===== config.mk =====
export PLATFORM = sky130hd
export DESIGN_NAME = gated_latch_buf
export DESIGN_NICKNAME = d
export VERILOG_FILES = /design/src/rtl/glb_pkg.sv /design/src/rtl/glb_gate_gen.sv /design/src/rtl/glb_capture.sv /design/src/rtl/glb_stage.sv /design/src/rtl/glb_fifo.sv /design/src/rtl/gated_latch_buf.sv
export SDC_FILE = /design/constraint.sdc
export NUM_CORES = 2
export LEC_CHECK = 0
export BUFFER_PORTS_ARGS = -buffer_cell sky130_fd_sc_hd__buf_4
export CAP_MARGIN = 10
export CORE_ASPECT_RATIO = 1.25
export CORE_MARGIN = 1
export CORE_UTILIZATION = 40
export DETAILED_ROUTE_END_ITERATION = 12
export PLACE_DENSITY = 0.67
export REMOVE_ABC_BUFFERS = 1
export SLEW_MARGIN = 20
export SYNTH_ARGS = -nofsm -noshare
export SYNTH_HDL_FRONTEND = slang
export SYNTH_SLANG_ARGS = --single-unit

===== constraint.sdc =====
create_clock -name clk -period 3.4 [get_ports clk]
set_clock_uncertainty 0.1 [all_clocks]
set_input_delay 0.51 -clock clk [delete_from_list [all_inputs] [get_ports clk]]
set_output_delay 0.51 -clock clk [all_outputs]
set_load 0.1 [all_outputs]

===== src/rtl/glb_pkg.sv =====
package glb_pkg;

  // Effective internal gate length: zero is stretched to one cycle.
  function automatic int eff_gate_len(int len);
    return (len < 1) ? 1 : len;
  endfunction

  // Sticky accumulation of a window capture.
  function automatic logic [63:0] or_merge(logic [63:0] acc, logic [63:0] bits);
    return acc | bits;
  endfunction

  // Word-count interrupt condition.
  function automatic logic irq_hit(int cnt, int level);
    return (level != 0) && (cnt == level);
  endfunction

endpackage


===== src/rtl/glb_gate_gen.sv =====
module glb_gate_gen #(
  parameter int GATE_W = 8
) (
  input  logic              clk,
  input  logic              rst_n,
  input  logic              strobe_rise,
  input  logic [GATE_W-1:0] cfg_gate_len,
  output logic              gen_gate
);
  import glb_pkg::*;

  logic [GATE_W-1:0] cnt;

  assign gen_gate = (cnt != '0);

  always_ff @(posedge clk or negedge rst_n) begin
    if (!rst_n) begin
      cnt <= '0;
    end else if (cnt != '0) begin
      cnt <= cnt - GATE_W'(1);
    end else if (strobe_rise) begin
      cnt <= GATE_W'(eff_gate_len(int'(cfg_gate_len)));
    end
  end

  AST_GATE_COUNTDOWN: assert property (@(posedge clk) disable iff (!rst_n)
    (cnt != '0) |=> (cnt == $past(cnt) - GATE_W'(1)));
  AST_GATE_START: assert property (@(posedge clk) disable iff (!rst_n)
    (!gen_gate && strobe_rise) |=> gen_gate);

endmodule


===== src/rtl/glb_capture.sv =====
module glb_capture #(
  parameter int DATA_W = 16
) (
  input  logic              clk,
  input  logic              rst_n,
  input  logic [DATA_W-1:0] din,
  input  logic              strobe,
  input  logic              gate_ext,
  input  logic              gen_gate,
  input  logic              cfg_latch_mode,
  input  logic              cfg_int_gate,
  output logic              strobe_rise,
  output logic              cap_valid,
  output logic [DATA_W-1:0] cap_word
);
  import glb_pkg::*;

  logic              strobe_q;
  logic              gate_q;
  logic              gate_sel;
  logic              gate_open;
  logic              gate_close;
  logic [DATA_W-1:0] acc;

  assign strobe_rise = strobe & ~strobe_q;
  assign gate_sel    = cfg_int_gate ? gen_gate : gate_ext;
  assign gate_open   = gate_sel & ~gate_q;
  assign gate_close  = ~gate_sel & gate_q;

  always_ff @(posedge clk or negedge rst_n) begin
    if (!rst_n) begin
      strobe_q  <= 1'b0;
      gate_q    <= 1'b0;
      acc       <= '0;
      cap_word  <= '0;
      cap_valid <= 1'b0;
    end else begin
      strobe_q  <= strobe;
      gate_q    <= gate_sel;
      cap_valid <= 1'b0;
      if (cfg_latch_mode) begin
        if (gate_open) begin
          acc <= din;
        end else if (gate_sel) begin
          acc <= DATA_W'(or_merge(64'(acc), 64'(din)));
        end
        if (gate_close) begin
          cap_word  <= acc;
          cap_valid <= 1'b1;
        end
      end else if (strobe_rise) begin
        cap_word  <= din;
        cap_valid <= 1'b1;
      end
    end
  end

  AST_STROBE_SAMPLE: assert property (@(posedge clk) disable iff (!rst_n)
    (!cfg_latch_mode && strobe && !strobe_q) |=> (cap_valid && cap_word == $past(din)));
  AST_LATCH_AFTER_CLOSE: assert property (@(posedge clk) disable iff (!rst_n)
    (cfg_latch_mode && $past(cfg_latch_mode) && cap_valid) |-> !gate_q);

endmodule


===== src/rtl/glb_stage.sv =====
module glb_stage #(
  parameter int DATA_W = 16
) (
  input  logic              clk,
  input  logic              rst_n,
  input  logic              cap_valid,
  input  logic [DATA_W-1:0] cap_word,
  input  logic              cfg_auto_store,
  input  logic              buf_cmd,
  output logic              push,
  output logic [DATA_W-1:0] push_word
);

  logic              pend_valid;
  logic [DATA_W-1:0] pend_word;

  assign push      = cfg_auto_store ? cap_valid : (buf_cmd & pend_valid);
  assign push_word = cfg_auto_store ? cap_word : pend_word;

  always_ff @(posedge clk or negedge rst_n) begin
    if (!rst_n) begin
      pend_valid <= 1'b0;
      pend_word  <= '0;
    end else if (cfg_auto_store) begin
      pend_valid <= 1'b0;
    end else if (cap_valid) begin
      pend_valid <= 1'b1;
      pend_word  <= cap_word;
    end else if (buf_cmd) begin
      pend_valid <= 1'b0;
    end
  end

  AST_HOLD_WORD: assert property (@(posedge clk) disable iff (!rst_n)
    (!cfg_auto_store && pend_valid && !cap_valid && !buf_cmd) |=> $stable(pend_word));

endmodule


===== src/rtl/glb_fifo.sv =====
module glb_fifo #(
  parameter int DATA_W     = 16,
  parameter int DEPTH_LOG2 = 8
) (
  input  logic              clk,
  input  logic              rst_n,
  input  logic              push,
  input  logic [DATA_W-1:0] push_word,
  input  logic              rd_en,
  output logic [DATA_W-1:0] rd_data,
  output logic [DEPTH_LOG2:0] count,
  output logic              empty,
  output logic              full,
  output logic              overflow
);
  localparam int DEPTH = 1 << DEPTH_LOG2;
  localparam int CNT_W = DEPTH_LOG2 + 1;

  logic [DATA_W-1:0]     mem [DEPTH];
  logic [DEPTH_LOG2-1:0] wr_ptr;
  logic [DEPTH_LOG2-1:0] rd_ptr;
  logic                  push_ok;
  logic                  pop_ok;
  logic                  push_drop;

  assign empty     = (count == '0);
  assign full      = (count == CNT_W'(DEPTH));
  assign push_ok   = push & ~full;
  assign push_drop = push & full;
  assign pop_ok    = rd_en & ~empty;
  assign rd_data   = mem[rd_ptr];

  always_ff @(posedge clk) begin
    if (push_ok) mem[wr_ptr] <= push_word;
  end

  always_ff @(posedge clk or negedge rst_n) begin
    if (!rst_n) begin
      wr_ptr   <= '0;
      rd_ptr   <= '0;
      count    <= '0;
      overflow <= 1'b0;
    end else begin
      if (push_ok) wr_ptr <= wr_ptr + DEPTH_LOG2'(1);
      if (pop_ok)  rd_ptr <= rd_ptr + DEPTH_LOG2'(1);
      case ({push_ok, pop_ok})
        2'b10:   count <= count + CNT_W'(1);
        2'b01:   count <= count - CNT_W'(1);
        default: count <= count;
      endcase
      if (push_drop) overflow <= 1'b1;
    end
  end

  AST_NO_OVERFLOW: assert property (@(posedge clk) disable iff (!rst_n)
    (full && push && !rd_en) |=> (count == $past(count) && overflow));
  AST_OVF_STICKY: assert property (@(posedge clk) disable iff (!rst_n)
    overflow |=> overflow);
  AST_EMPTY_READ: assert property (@(posedge clk) disable iff (!rst_n)
    (empty && rd_en && !push) |=> empty);
  AST_COUNT_BOUND: assert property (@(posedge clk) disable iff (!rst_n)
    count <= CNT_W'(DEPTH));

endmodule


===== src/rtl/gated_latch_buf.sv =====
module gated_latch_buf #(
  parameter int DATA_W     = 16,
  parameter int GATE_W     = 8,
  parameter int DEPTH_LOG2 = 8
) (
  input  logic                clk,
  input  logic                rst_n,
  input  logic [DATA_W-1:0]   din,
  input  logic                strobe,
  input  logic                gate_ext,
  input  logic                buf_cmd,
  input  logic                cfg_latch_mode,
  input  logic                cfg_int_gate,
  input  logic                cfg_auto_store,
  input  logic [GATE_W-1:0]   cfg_gate_len,
  input  logic [DEPTH_LOG2:0] cfg_irq_level,
  input  logic                rd_en,
  output logic [DATA_W-1:0]   rd_data,
  output logic                empty,
  output logic                full,
  output logic [DEPTH_LOG2:0] count,
  output logic                irq,
  output logic                overflow
);
  import glb_pkg::*;

  logic              strobe_rise;
  logic              gen_gate;
  logic              cap_valid;
  logic [DATA_W-1:0] cap_word;
  logic              push;
  logic [DATA_W-1:0] push_word;

  glb_gate_gen #(.GATE_W(GATE_W)) u_gate (
    .clk(clk), .rst_n(rst_n), .strobe_rise(strobe_rise),
    .cfg_gate_len(cfg_gate_len), .gen_gate(gen_gate)
  );

  glb_capture #(.DATA_W(DATA_W)) u_cap (
    .clk(clk), .rst_n(rst_n), .din(din), .strobe(strobe),
    .gate_ext(gate_ext), .gen_gate(gen_gate),
    .cfg_latch_mode(cfg_latch_mode), .cfg_int_gate(cfg_int_gate),
    .strobe_rise(strobe_rise), .cap_valid(cap_valid), .cap_word(cap_word)
  );

  glb_stage #(.DATA_W(DATA_W)) u_stage (
    .clk(clk), .rst_n(rst_n), .cap_valid(cap_valid), .cap_word(cap_word),
    .cfg_auto_store(cfg_auto_store), .buf_cmd(buf_cmd),
    .push(push), .push_word(push_word)
  );

  glb_fifo #(.DATA_W(DATA_W), .DEPTH_LOG2(DEPTH_LOG2)) u_fifo (
    .clk(clk), .rst_n(rst_n), .push(push), .push_word(push_word),
    .rd_en(rd_en), .rd_data(rd_data), .count(count), .empty(empty),
    .full(full), .overflow(overflow)
  );

  assign irq = irq_hit(int'(count), int'(cfg_irq_level));

  AST_HELD_NO_GROWTH: assert property (@(posedge clk) disable iff (!rst_n)
    (!cfg_auto_store && !buf_cmd) |=> (count <= $past(count)));

endmodule


==> impl_results.md <==
* Fin crit period at approximately 5100 ps
* P per Cell Area at 884 mW/mm2
* Worst Max-Slew Pin Slew at between 1000 and 1500 ps
* Status: finished, violations left
* Row count at 260
* Core area at 0.401 mm2
* Die area at 0.406 mm2
* Initial antenna violation count at 16
* Syn-to-layout area delta at 23.9%
* R2R setup slack at ~70 ps
* Setup ws final at -1680 ps
* Nets at 9,197
* Avg Cell Area, Syn at 21.4 um2
* Die X at 570 um
* Fmax at 0.197 GHz
* CTS Root Cell: clkbuf_16
* H-tree depth at 5
* EDFF count, synth at 4,096
* Clk pin slew, worst setup/hold paths at 70 ps
* Element type at the critical path start: flop
* Fillers at about 31,000
* Post-synth cell types at 75
* Largest net degree at the start of global routing at between 100 and 150
* Hold-critical path endpoint: u_fifo.count[7]$_DFFE_PN0P_
* Worst r2r dst: u_fifo.count[8]$_DFFE_PN0P_
* R2R cell count at 12
* Ys Warns at 0
* Port Buf Inserts at 70
* Worst VDD drop at 0.947 mV
* Number of top-level pins at 71
* Final hold vios at 0
* Crit Path Class: reg2out
* DRT Wirelength at 499 mm
* DR vias at 88,900
* Synth top area share at between 70% and 80%
* Cell area after synthesis at 0.161 mm2
* Synth cell count leaders: 4,096 x edfxtp_1, 891 x mux4_2, 396 x mux2i_1
* Worst Path Required at 2790 ps
* GPL Wtd Cong at 0.918
* Depth of the worst hold-timing path at 5
* Max-slew violations at 0
* Hpwl dp at around 320 mm
* Average wire per standard cell at 33.6 um
* Met1 Routed Length at 173 mm
* R2r startpoint: u_fifo.count[2]$_DFFE_PN0P_
* Vias per cell at about 6
* First DRT Iteration DRCs at 12,300
* Fraction of layout instances using a drive strength above 1 at 37.0%
* Final ANT Viol Nets at 0
* Initial Util at 40.2%
* Final Total Pwr at 177 mW
* Max-cap violation count at 0
* LEAKAGE at 65.6 nW
* Setup crit end kind: output port
* Mapped Cells at 7,515
* Vias in the first global route at between 80,000 and 90,000
* Post-synth top area cell: edfxtp_1
* RSZ-0062 raised after global routing: yes
* CTS Buf Count at 388
* Top post-synthesis cells by area: edfxtp_1 76%, mux4_2 12%, mux2i_1 2.5%, dfrtp_1 1.3%, nor2_1 0.75%
* Crit Path Max Fanout at 9
* Finish-stage setup viols at 16
* Metal2 WL at 243 mm
* Slew Limit Headroom at 30.9%
* HP Class: in2reg
* Die Y at slightly above 700 um
* Uppermost layer routed: met5
* GRT overflow at 0
* WHS at 46.1 ps
* Residual DRC at 0
* Post-synthesis sequential area ratio at just under 80%
* Crit share post-route at 149%
* Tot GR Track Use at between 20% and 30%
* Clock sink count at 4,182
* DRT Pass-1 Iters at 5
* Hold wc startpoint: rd_en
* Metal3 WL at between 40 and 50 mm
* TritonCTS clock tree: yes
* Post-synthesis register bit count at 4,182
* Clk Latency, worst-skew pair at 1010 ps
* Violated checks: negative setup slack
* Most frequent cell after synthesis: edfxtp_1
* Asr flop ratio synth at 2.06%
* Global-route wire length before repair at 688 mm
* Worst EP arrival at between 4000 and 5000 ps
* Max clock buf depth at 4
* Dominant synthesized flop cell: edfxtp_1
-- placed cells by master, fill, tap and decap left out, drive strengths merged, types with 24 or more instances in the layout --
cell,synthesis,routed
nand2,162,162
mux4,891,891
dfrtp,86,86
o211ai,24,24
mux2i,396,396
mux2,50,50
edfxtp,4096,4096
clkinv,0,179
buf,249,1636
o221ai,29,29
a21oi,144,144
inv,15,32
a221oi,75,75
o21ai,77,77
a31oi,24,24
a22o,50,50
clkbuf,198,479
nor2,320,320
nand3,62,62
a22oi,159,159
dlygate4sd3,0,35
a211oi,81,81
o22ai,56,56
nor2b,25,25
bufinv,0,24
-- flip-flops by register name (all words and copies together) (netlist names) --
signal	count
u_fifo.wr_ptr	8
u_fifo.overflow	1
u_stage.pend_word	16
u_cap.strobe_q	1
u_cap.cap_word	16
u_cap.cap_valid	1
u_fifo.mem	4096
u_cap.gate_q	1
u_fifo.count	9
u_gate.cnt	8
u_fifo.rd_ptr	8
u_stage.pend_valid	1
u_cap.acc	16
-- worst max-delay path, cell delays in order (launching register included) --
cell and delay, ps:
dfrtp_4 430, buf_12 150, buf_16 180, buf_4 160, nand3b_1 130, buf_4 140, buf_12 170, buf_4 210
o22ai_1 110, a211oi_1 300, a211oi_1 140, buf_4 190, o41ai_4 510, buf_4 260, o32ai_4 150, buf_12 210
-- timing repair --
action                                  in CTS  in global routing
resized for setup                          386                193
buffers inserted                            91                 62
cloned                                      13                  5
endpoints found under the hold margin      130                  0
endpoints found under the setup margin      18                 36
hold buffers                                36                  0
pin swaps                                   74                 80
-- per-layer routing --
metal	up-vias	track usage, %
met5	-	0
met2	5695	39.4
met4	14	15.0
met3	1192	4.23
met1	47000	29.8
li1	35000	-
-- stage by stage --
step	worst slack, ps	instance area [um2]	util [%]	cells	setup TNS, ps
after floorplan	-53020	159000	-	7068	-9815850
after global placement	-1700	182000	45.5	13900	-17670
after detailed placement	-1640	182000	45.5	13900	-17520
after CTS	-1650	198000	49.4	14800	-25460
after global routing	-1760	200000	49.8	14800	-26080
final	-1680	200000	49.8	14800	-25380
-- final cells by class --
| type | count | area, um2 | area share, % |
|---|---|---|---|
| diodes | 8 | 20.0 | 0.0100 |
| clock buffers | 473 | 10200 | 5.08 |
| clock inverters | 241 | 2190 | 1.10 |
| inverters | 15 | 68.8 | 0.0344 |
| multi-input cells | 2871 | 36300 | 18.2 |
| flip-flops and latches | 4182 | 125000 | 62.7 |
| well taps | 5371 | 6720 | 3.36 |
| repair buffers | 1682 | 19100 | 9.58 |
-- cell families after synthesis --
group | Yosys count | share of synthesized area, %
multiplexers | 1337 | 15.3
buffers and inverters | 462 | 1.40
flip-flops | 4182 | 77.6
XOR/XNOR | 29 | 0.158
AO/OA/AOI/OAI | 814 | 3.57
AND/OR/NAND/NOR | 676 | 1.85
adder cells (fa/ha/maj) | 15 | 0.121
-- worst max-delay path by stage --
stage / end / depth (start not counted) / start
after floorplan: rd_data[13] / 6 / u_fifo.rd_ptr[0]$_DFFE_PN0P_
after global placement: rd_data[8] / 11 / u_fifo.rd_ptr[0]$_DFFE_PN0P_
after detailed placement: rd_data[8] / 11 / u_fifo.rd_ptr[0]$_DFFE_PN0P_
after CTS: rd_data[8] / 12 / u_fifo.rd_ptr[0]$_DFFE_PN0P_
after global routing: rd_data[9] / 12 / u_fifo.rd_ptr[0]$_DFFE_PN0P_
final: rd_data[8] / 15 / u_fifo.rd_ptr[0]$_DFFE_PN0P_
-- report_power, final --
group	total, mW	internal, mW	switching, mW
Clock	42.8	23.3	19.5
Sequential	62.0	61.6	0.427
Combinational	71.8	29.9	41.9
Total	177	115	61.9
Power figures use the tool's default switching activity.
